### src/rtl/presc_evt_pkg.sv
package presc_evt_pkg;

    typedef enum logic [1:0] {
        SEL_RELOAD = 2'd0,
        SEL_DOWN   = 2'd1,
        SEL_UP     = 2'd2,
        SEL_NONE   = 2'd3
    } reg_sel_e;

    typedef struct packed {
        logic rel;
        logic down;
        logic up;
    } wr_hit_t;

    function automatic wr_hit_t decode_write(input logic en, input reg_sel_e sel);
        wr_hit_t h;
        h      = '0;
        h.rel  = en && (sel == SEL_RELOAD);
        h.down = en && (sel == SEL_DOWN);
        h.up   = en && (sel == SEL_UP);
        return h;
    endfunction

endpackage

### src/rtl/presc_evt_reload.sv
module presc_evt_reload
    import presc_evt_pkg::*;
#(
    parameter int unsigned CNT_W = 32
) (
    input  logic             clk,
    input  logic             rst,
    input  wr_hit_t          wr_hit,
    input  logic [CNT_W-1:0] wr_data,
    output logic [CNT_W-1:0] reload_q
);
    always_ff @(posedge clk) begin
        if (rst) begin
            reload_q <= '0;
        end else if (wr_hit.rel) begin
            reload_q <= wr_data;
        end
    end
endmodule

### src/rtl/presc_evt_down.sv
module presc_evt_down
    import presc_evt_pkg::*;
#(
    parameter int unsigned CNT_W = 32
) (
    input  logic             clk,
    input  logic             rst,
    input  logic             tick,
    input  wr_hit_t          wr_hit,
    input  logic [CNT_W-1:0] wr_data,
    input  logic [CNT_W-1:0] reload_q,
    output logic [CNT_W-1:0] down_q,
    output logic             wrap
);
    localparam logic [CNT_W-1:0] ONE = {{(CNT_W-1){1'b0}}, 1'b1};

    logic             at_zero;
    logic [CNT_W-1:0] down_d;

    assign at_zero = (down_q == '0);
    assign wrap    = tick && at_zero;

    always_comb begin
        down_d = down_q;
        if (tick) begin
            down_d = at_zero ? reload_q : (down_q - ONE);
        end
        if (wr_hit.down) begin
            down_d = wr_data;
        end
    end

    always_ff @(posedge clk) begin
        if (rst) begin
            down_q <= '0;
        end else begin
            down_q <= down_d;
        end
    end
endmodule

### src/rtl/presc_evt_up.sv
module presc_evt_up
    import presc_evt_pkg::*;
#(
    parameter int unsigned CNT_W = 32
) (
    input  logic             clk,
    input  logic             rst,
    input  logic             wrap,
    input  wr_hit_t          wr_hit,
    input  logic [CNT_W-1:0] wr_data,
    output logic [CNT_W-1:0] up_q
);
    localparam logic [CNT_W-1:0] ONE = {{(CNT_W-1){1'b0}}, 1'b1};

    always_ff @(posedge clk) begin
        if (rst) begin
            up_q <= '0;
        end else if (wr_hit.up) begin
            up_q <= wr_data;
        end else if (wrap) begin
            up_q <= up_q + ONE;
        end
    end
endmodule

### src/rtl/presc_evt_rdmux.sv
module presc_evt_rdmux
    import presc_evt_pkg::*;
#(
    parameter int unsigned CNT_W = 32
) (
    input  logic             clk,
    input  logic             rst,
    input  reg_sel_e         rd_sel,
    input  logic [CNT_W-1:0] reload_q,
    input  logic [CNT_W-1:0] down_q,
    input  logic [CNT_W-1:0] up_q,
    output logic [CNT_W-1:0] rd_data
);
    logic [CNT_W-1:0] rd_d;

    always_comb begin
        unique case (rd_sel)
            SEL_RELOAD: rd_d = reload_q;
            SEL_DOWN:   rd_d = down_q;
            SEL_UP:     rd_d = up_q;
            default:    rd_d = '0;
        endcase
    end

    always_ff @(posedge clk) begin
        if (rst) begin
            rd_data <= '0;
        end else begin
            rd_data <= rd_d;
        end
    end
endmodule

### src/rtl/presc_evt_counter.sv
module presc_evt_counter
    import presc_evt_pkg::*;
#(
    parameter int unsigned CNT_W = 32
) (
    input  logic             clk,
    input  logic             rst,
    input  logic             tick,
    input  logic             wr_en,
    input  logic [1:0]       wr_sel,
    input  logic [CNT_W-1:0] wr_data,
    input  logic [1:0]       rd_sel,
    output logic [CNT_W-1:0] rd_data
);
    wr_hit_t          wr_hit;
    logic [CNT_W-1:0] reload_q;
    logic [CNT_W-1:0] down_q;
    logic [CNT_W-1:0] up_q;
    logic             wrap;

    assign wr_hit = decode_write(wr_en, reg_sel_e'(wr_sel));

    presc_evt_reload #(.CNT_W(CNT_W)) u_reload (
        .clk      (clk),
        .rst      (rst),
        .wr_hit   (wr_hit),
        .wr_data  (wr_data),
        .reload_q (reload_q)
    );

    presc_evt_down #(.CNT_W(CNT_W)) u_down (
        .clk      (clk),
        .rst      (rst),
        .tick     (tick),
        .wr_hit   (wr_hit),
        .wr_data  (wr_data),
        .reload_q (reload_q),
        .down_q   (down_q),
        .wrap     (wrap)
    );

    presc_evt_up #(.CNT_W(CNT_W)) u_up (
        .clk     (clk),
        .rst     (rst),
        .wrap    (wrap),
        .wr_hit  (wr_hit),
        .wr_data (wr_data),
        .up_q    (up_q)
    );

    presc_evt_rdmux #(.CNT_W(CNT_W)) u_rdmux (
        .clk      (clk),
        .rst      (rst),
        .rd_sel   (reg_sel_e'(rd_sel)),
        .reload_q (reload_q),
        .down_q   (down_q),
        .up_q     (up_q),
        .rd_data  (rd_data)
    );
endmodule

### config.mk
export PLATFORM = sky130hd
export DESIGN_NAME = presc_evt_counter
export DESIGN_NICKNAME = d
export VERILOG_FILES = /design/src/rtl/presc_evt_pkg.sv /design/src/rtl/presc_evt_reload.sv /design/src/rtl/presc_evt_down.sv /design/src/rtl/presc_evt_up.sv /design/src/rtl/presc_evt_rdmux.sv /design/src/rtl/presc_evt_counter.sv
export SDC_FILE = /design/constraint.sdc
export NUM_CORES = 1
export LEC_CHECK = 0
export BUFFER_PORTS_ARGS = -buffer_cell sky130_fd_sc_hd__buf_2
export CAP_MARGIN = 5
export CORE_MARGIN = 1.5
export CORE_UTILIZATION = 55
export CTS_BUF_LIST = sky130_fd_sc_hd__clkbuf_4 sky130_fd_sc_hd__clkbuf_8 sky130_fd_sc_hd__clkbuf_16
export DETAILED_ROUTE_END_ITERATION = 12
export GPL_ROUTABILITY_DRIVEN = 0
export GPL_TIMING_DRIVEN = 1
export PLACE_DENSITY = 0.75
export SLEW_MARGIN = 5
export SYNTH_ARGS = -nofsm -noshare
export SYNTH_HDL_FRONTEND = slang
export SYNTH_SLANG_ARGS = --single-unit
### constraint.sdc
create_clock -name clk -period 2.7 [get_ports clk]
set_input_delay 0.27 -clock clk [delete_from_list [all_inputs] [get_ports clk]]
set_output_delay 0.27 -clock clk [all_outputs]
set_load 0.01 [all_outputs]
## Yosys cells after proc, flatten, opt, wreduce, memory -nomap -nowiden

Cells that the tools add are included.

| storage, ports and cells | value |
|---|---|
| flip-flop bits (word level) | 128 |
| input bits | 40 |
| logic and storage cells | 25 |

| operators by class | value |
|---|---|
| add/sub/neg operators | 2 |
| eq/ne operators | 4 |
| multiplexer cells | 6 |
| reductions and logical operators | 9 |

Operator list:

| cell | count |
|---|---|
| 32-bit 2-to-1 mux | 5 |
| 32-bit case mux with 3 select lines | 1 |
| 32-bit by 1-bit adder with 32-bit output, second input constant | 1 |
| 32-bit zero test | 1 |
| 32-bit by 1-bit subtractor with 32-bit output, second input constant | 1 |
| 2-bit by 1-bit equality test with 1-bit output, second input constant | 2 |
| 2-bit equality test, second input constant | 2 |
| 1-bit logical AND | 4 |
| 2-bit zero test | 2 |
| 2-bit nonzero test | 2 |

## Logic depth before layout (Yosys ltp)

| logic depth | value |
|---|---|
| depth in word-level cells | 4 |
| gate-level depth with buffers | 9 |
| mapped depth without buffers | 7 |

## Cells and area by module

Synthesis repeated with hierarchy kept, for this count alone.

| second synthesis, totals | value |
|---|---|
| cells, all modules | 860 |
| area, all modules | 7497.2 µm² |

Modules (own cells, without submodules):

| module | instances | cells an instance | area an instance (µm²) |
|---|---|---|---|
| presc_evt_down | 1 | 330 | 2421.1 |
| presc_evt_up | 1 | 244 | 1981.9 |
| presc_evt_rdmux | 1 | 180 | 1900.6 |
| presc_evt_reload | 1 | 103 | 1163.6 |
| presc_evt_counter | 1 | 3 | 30.0 |

## Worst setup path before layout

OpenSTA, ideal clock, no wires.

| path | value |
|---|---|
| path type | reg2reg |
| start | reg u_down.down_q[2] |
| end | reg u_up.up_q[30] |
| data arrival time | 1.996 ns |
| path slack | 0.577 ns |
| stages on the path, launching flop included | 9 |
| path through | dfxtp_1 buf_4 nor4_4 nand4_2 or3_1 buf_6 buf_2 o31ai_1 nand3_1 |

| on the way | value |
|---|---|
| cells in the longest elaborated chain, start to end | 3 |

Ends and longest elaborated chain:

| item | RTL line | RTL |
|---|---|---|
| from (decl) | presc_evt_down.sv:12 | `output logic [CNT_W-1:0] down_q,` |
| from (signal assigned) | presc_evt_down.sv:37 | `down_q <= down_d;` |
| 32-bit zero test | presc_evt_down.sv:20 | `assign at_zero = (down_q == '0);` |
| 1-bit logical AND | presc_evt_down.sv:21 | `assign wrap = tick && at_zero;` |
| 2-bit nonzero test (no line) | - |  |
| to (signal assigned) | presc_evt_up.sv:19 | `up_q <= wr_data;` |
| to (signal assigned) | presc_evt_up.sv:21 | `up_q <= up_q + ONE;` |
| to (decl) | presc_evt_up.sv:11 | `output logic [CNT_W-1:0] up_q` |

No other way between the ends.
A chain may end at the register's enable or synchronous reset.

## Worst setup path in the final report

| path | value |
|---|---|
| start | reg u_down.down_q[0] |
| end | reg u_up.up_q[23] |

The elaborated chain is that of the path after synthesis.

==> run summary <==
Cts hold-fix bufs: 0
Number of flops mapped to enable cells by yosys: 0
Footprint of the multi-input gates: 4000 um2
Final setup fails: 0
Post-synth top cells: 128 x dfxtp_1, 118 x nor2_1, 95 x nand2_1
Worst EP required: 3.05 ns
Sequential share of the synthesized area: 0.371
Global-route wire length before repair: 34.6 mm
Starting density of the core: 0.571
H-tree levels: 4
Post-Synthesis Cells: 919
Final hold violation count: 0
Vias in the first global route: 6648
Yosys top cell by area: dfxtp_1
First-pass DRT Iterations: 5
Post-cts resize count: 0
Maximum clock insertion buffer count: 2
Crit-path max FO: 23
CP endpoint kind: register
Yosys cell types: 54
Final HPWL from detailed placement: 13.5 mm
Fillers: 1108
Worst-Margin Slew: 0.830 ns
Synth Warn #: 0
FF/Latch Area: 2560 um2
Max incr delay on CP: 0.42 ns
Nets: 1006
Max-cap violation count: 0
Drt initial violations: 733
Crit path DAT: 2.77 ns
Post-synth ARST share: 0
Setup_tns: 0 ns
Net Count, Synth: 962
Chip height: 115 um
TritonCTS Buffers: 17
Clk pin slew, worst setup/hold paths: 0.06 ns
Leak: 0.00317 uW
Crit path kind: reg2reg
Later-pin clock latency in the skew report: 0.43 ns
Row Count: 40
Initial antenna violation count: 0
Largest net degree at the start of global routing: 61
DRC viols: 0
Final min period: 2.42 ns
Total Routing Usage GR: 0.334
Top Ports: 72
Detailed Route WL: 21.2 mm
Wire per inst: 18.6 um
Setup Fix Bufs, Post-CTS: 0
Port bufs: 71
Pwr/cell area: 679 nW/um2
Root Driver: clkbuf_16
Status: finished, final reports clean
Slowest cell on crit path: or3_1
Core area: 12100 um2
Crit start category: register
RSZ-0062 raised after global routing: false
Register bit total from synthesis: 128
Worst vdd ir: 0.482 mV
Vias: 7109
Via density: 6.21
Area contributors post-synth: dfxtp_1 37%, a21oi_1 6.7%, nor2_1 6.4%
Tot Pwr: 5440 uW
Rel. slew slack: 0.447
Final worst clock skew: 0.00970 ns
Avg Inst Size Synth: 7.52 um2
TritonCTS clock tree: yes
Max Slew Vio Count: 0
Total die area: 13200 um2
Clock Sinks: 128
Overflow after GRT: 0
Worst-path cell chain: inv_1 -> ha_1 -> nor4b_1 -> nand4_2 -> or3_1 -> buf_4 -> o31a_1 -> nor3_1
Cell with the most instances after synthesis: dfxtp_1
Die width: 115 um
Share of the synthesized area in the top cell type: 0.371
Fmax: 0.413 GHz
Top FF cell, synth: dfxtp_1
Hold crit path type: in2reg
Antenna Violating Nets Remaining: 0
Period utilisation layout: 0.897
Synthesized area: 6910 um2
Layout area overhead: 16.0%
N_diodes: 0
Layout cells sized above 1: 0.164
[cell families (layout without fill, tap and decap cells)]
family / Yosys count / count (layout) / synth area share
AND/OR/NAND/NOR: 425 / 425 / 0.307
AO/OA/AOI/OAI: 216 / 216 / 0.189
flip-flops: 128 / 128 / 0.371
buffers and inverters: 92 / 149 / 0.0529
multiplexers: 33 / 33 / 0.0478
XOR/XNOR: 22 / 22 / 0.0279
adder cells (fa/ha/maj): 3 / 3 / 0.00543
[critical path, delay by kind of cell, from the launching register on]
| family | cells | cell delay (ns) |
|---|---|---|
| buffers and inverters | 2 | 0.35 |
| DFF | 1 | 0.32 |
| AOI/OAI and AO/OA | 1 | 0.31 |
| and+or+nand+nor | 4 | 1.16 |
| adders and majority gates | 1 | 0.18 |
[worst paths after layout]
path                             start               endpoint  slack [ns]  cells after the start
setup / recovery      u_down.down_q[0]          u_up.up_q[23]        0.28                      8
setup reg to reg      u_down.down_q[0]          u_up.up_q[23]        0.28                      8
hold / removal             wr_data[10]  u_reload.reload_q[10]         0.1                      3
hold reg to reg   u_reload.reload_q[9]   u_reload.reload_q[9]        0.47                      2
[metal layers]
layer | track usage | part of all wire
met2 | 0.529 | 0.46
met5 | 0 | 0
met4 | 0.138 | 0.028
met1 | 0.448 | 0.43
met3 | 0.0643 | 0.081
[final cells by class]
type                    count  area share
multi-input cells         699       0.499
flip-flops and latches    128       0.320
repair buffers            109      0.0818
clock buffers              27      0.0663
well taps                 168      0.0262
inverters                   8     0.00375
clock inverters             5     0.00343
[report_power, final]
group	leakage [uW]	switching (uW)	internal, uW	total [uW]
sequential	0.00104	171	2020	2190
combinational	0.00184	655	454	1110
clock	0.000284	810	1340	2150
[cell usage in the layout, fill, tap and decap left out, drive strengths merged, types with 5 or more instances in the layout]
cell and n:
dfxtp 128, o221a 8, a211oi 13, xnor2 10, or3 5, mux2i 33
nand4 20, o32ai 9, nand2 95, inv 8, and3 29, nor3b 6
a31oi 6, clkbuf 27, buf 109, o22ai 11, xor2 12, a21oi 93
o31a 8, nor2 118, o21ai 52, nand3 24, and4 15, nor4 26
a311oi 6, nor3 68
[through the flow]
step / std cells / utilization / setup slack, ns / area [um2] / hold slack, ns
6_report: 1144 / 0.662 / 0.277 / 8020 / 0.0988
5_1_grt: 1144 / 0.662 / 0.0856 / 8020 / 0.109
4_1_cts: 1144 / 0.662 / 0.306 / 8020 / 0.0952
3_5_place_dp: 1112 / 0.616 / 0.310 / 7460 / 0.464
3_3_place_gp: 1112 / 0.616 / 0.365 / 7460 / 0.462
2_1_floorplan: 919 / - / 0.577 / 6910 / 0.406
[state kept, by name (all words and copies together) (netlist names)]
name and flops:
u_up.up_q 32, u_down.down_q 32, u_reload.reload_q 32, u_rdmux.rd_data 32
Note: power is estimated with default switching activity, not from simulation.
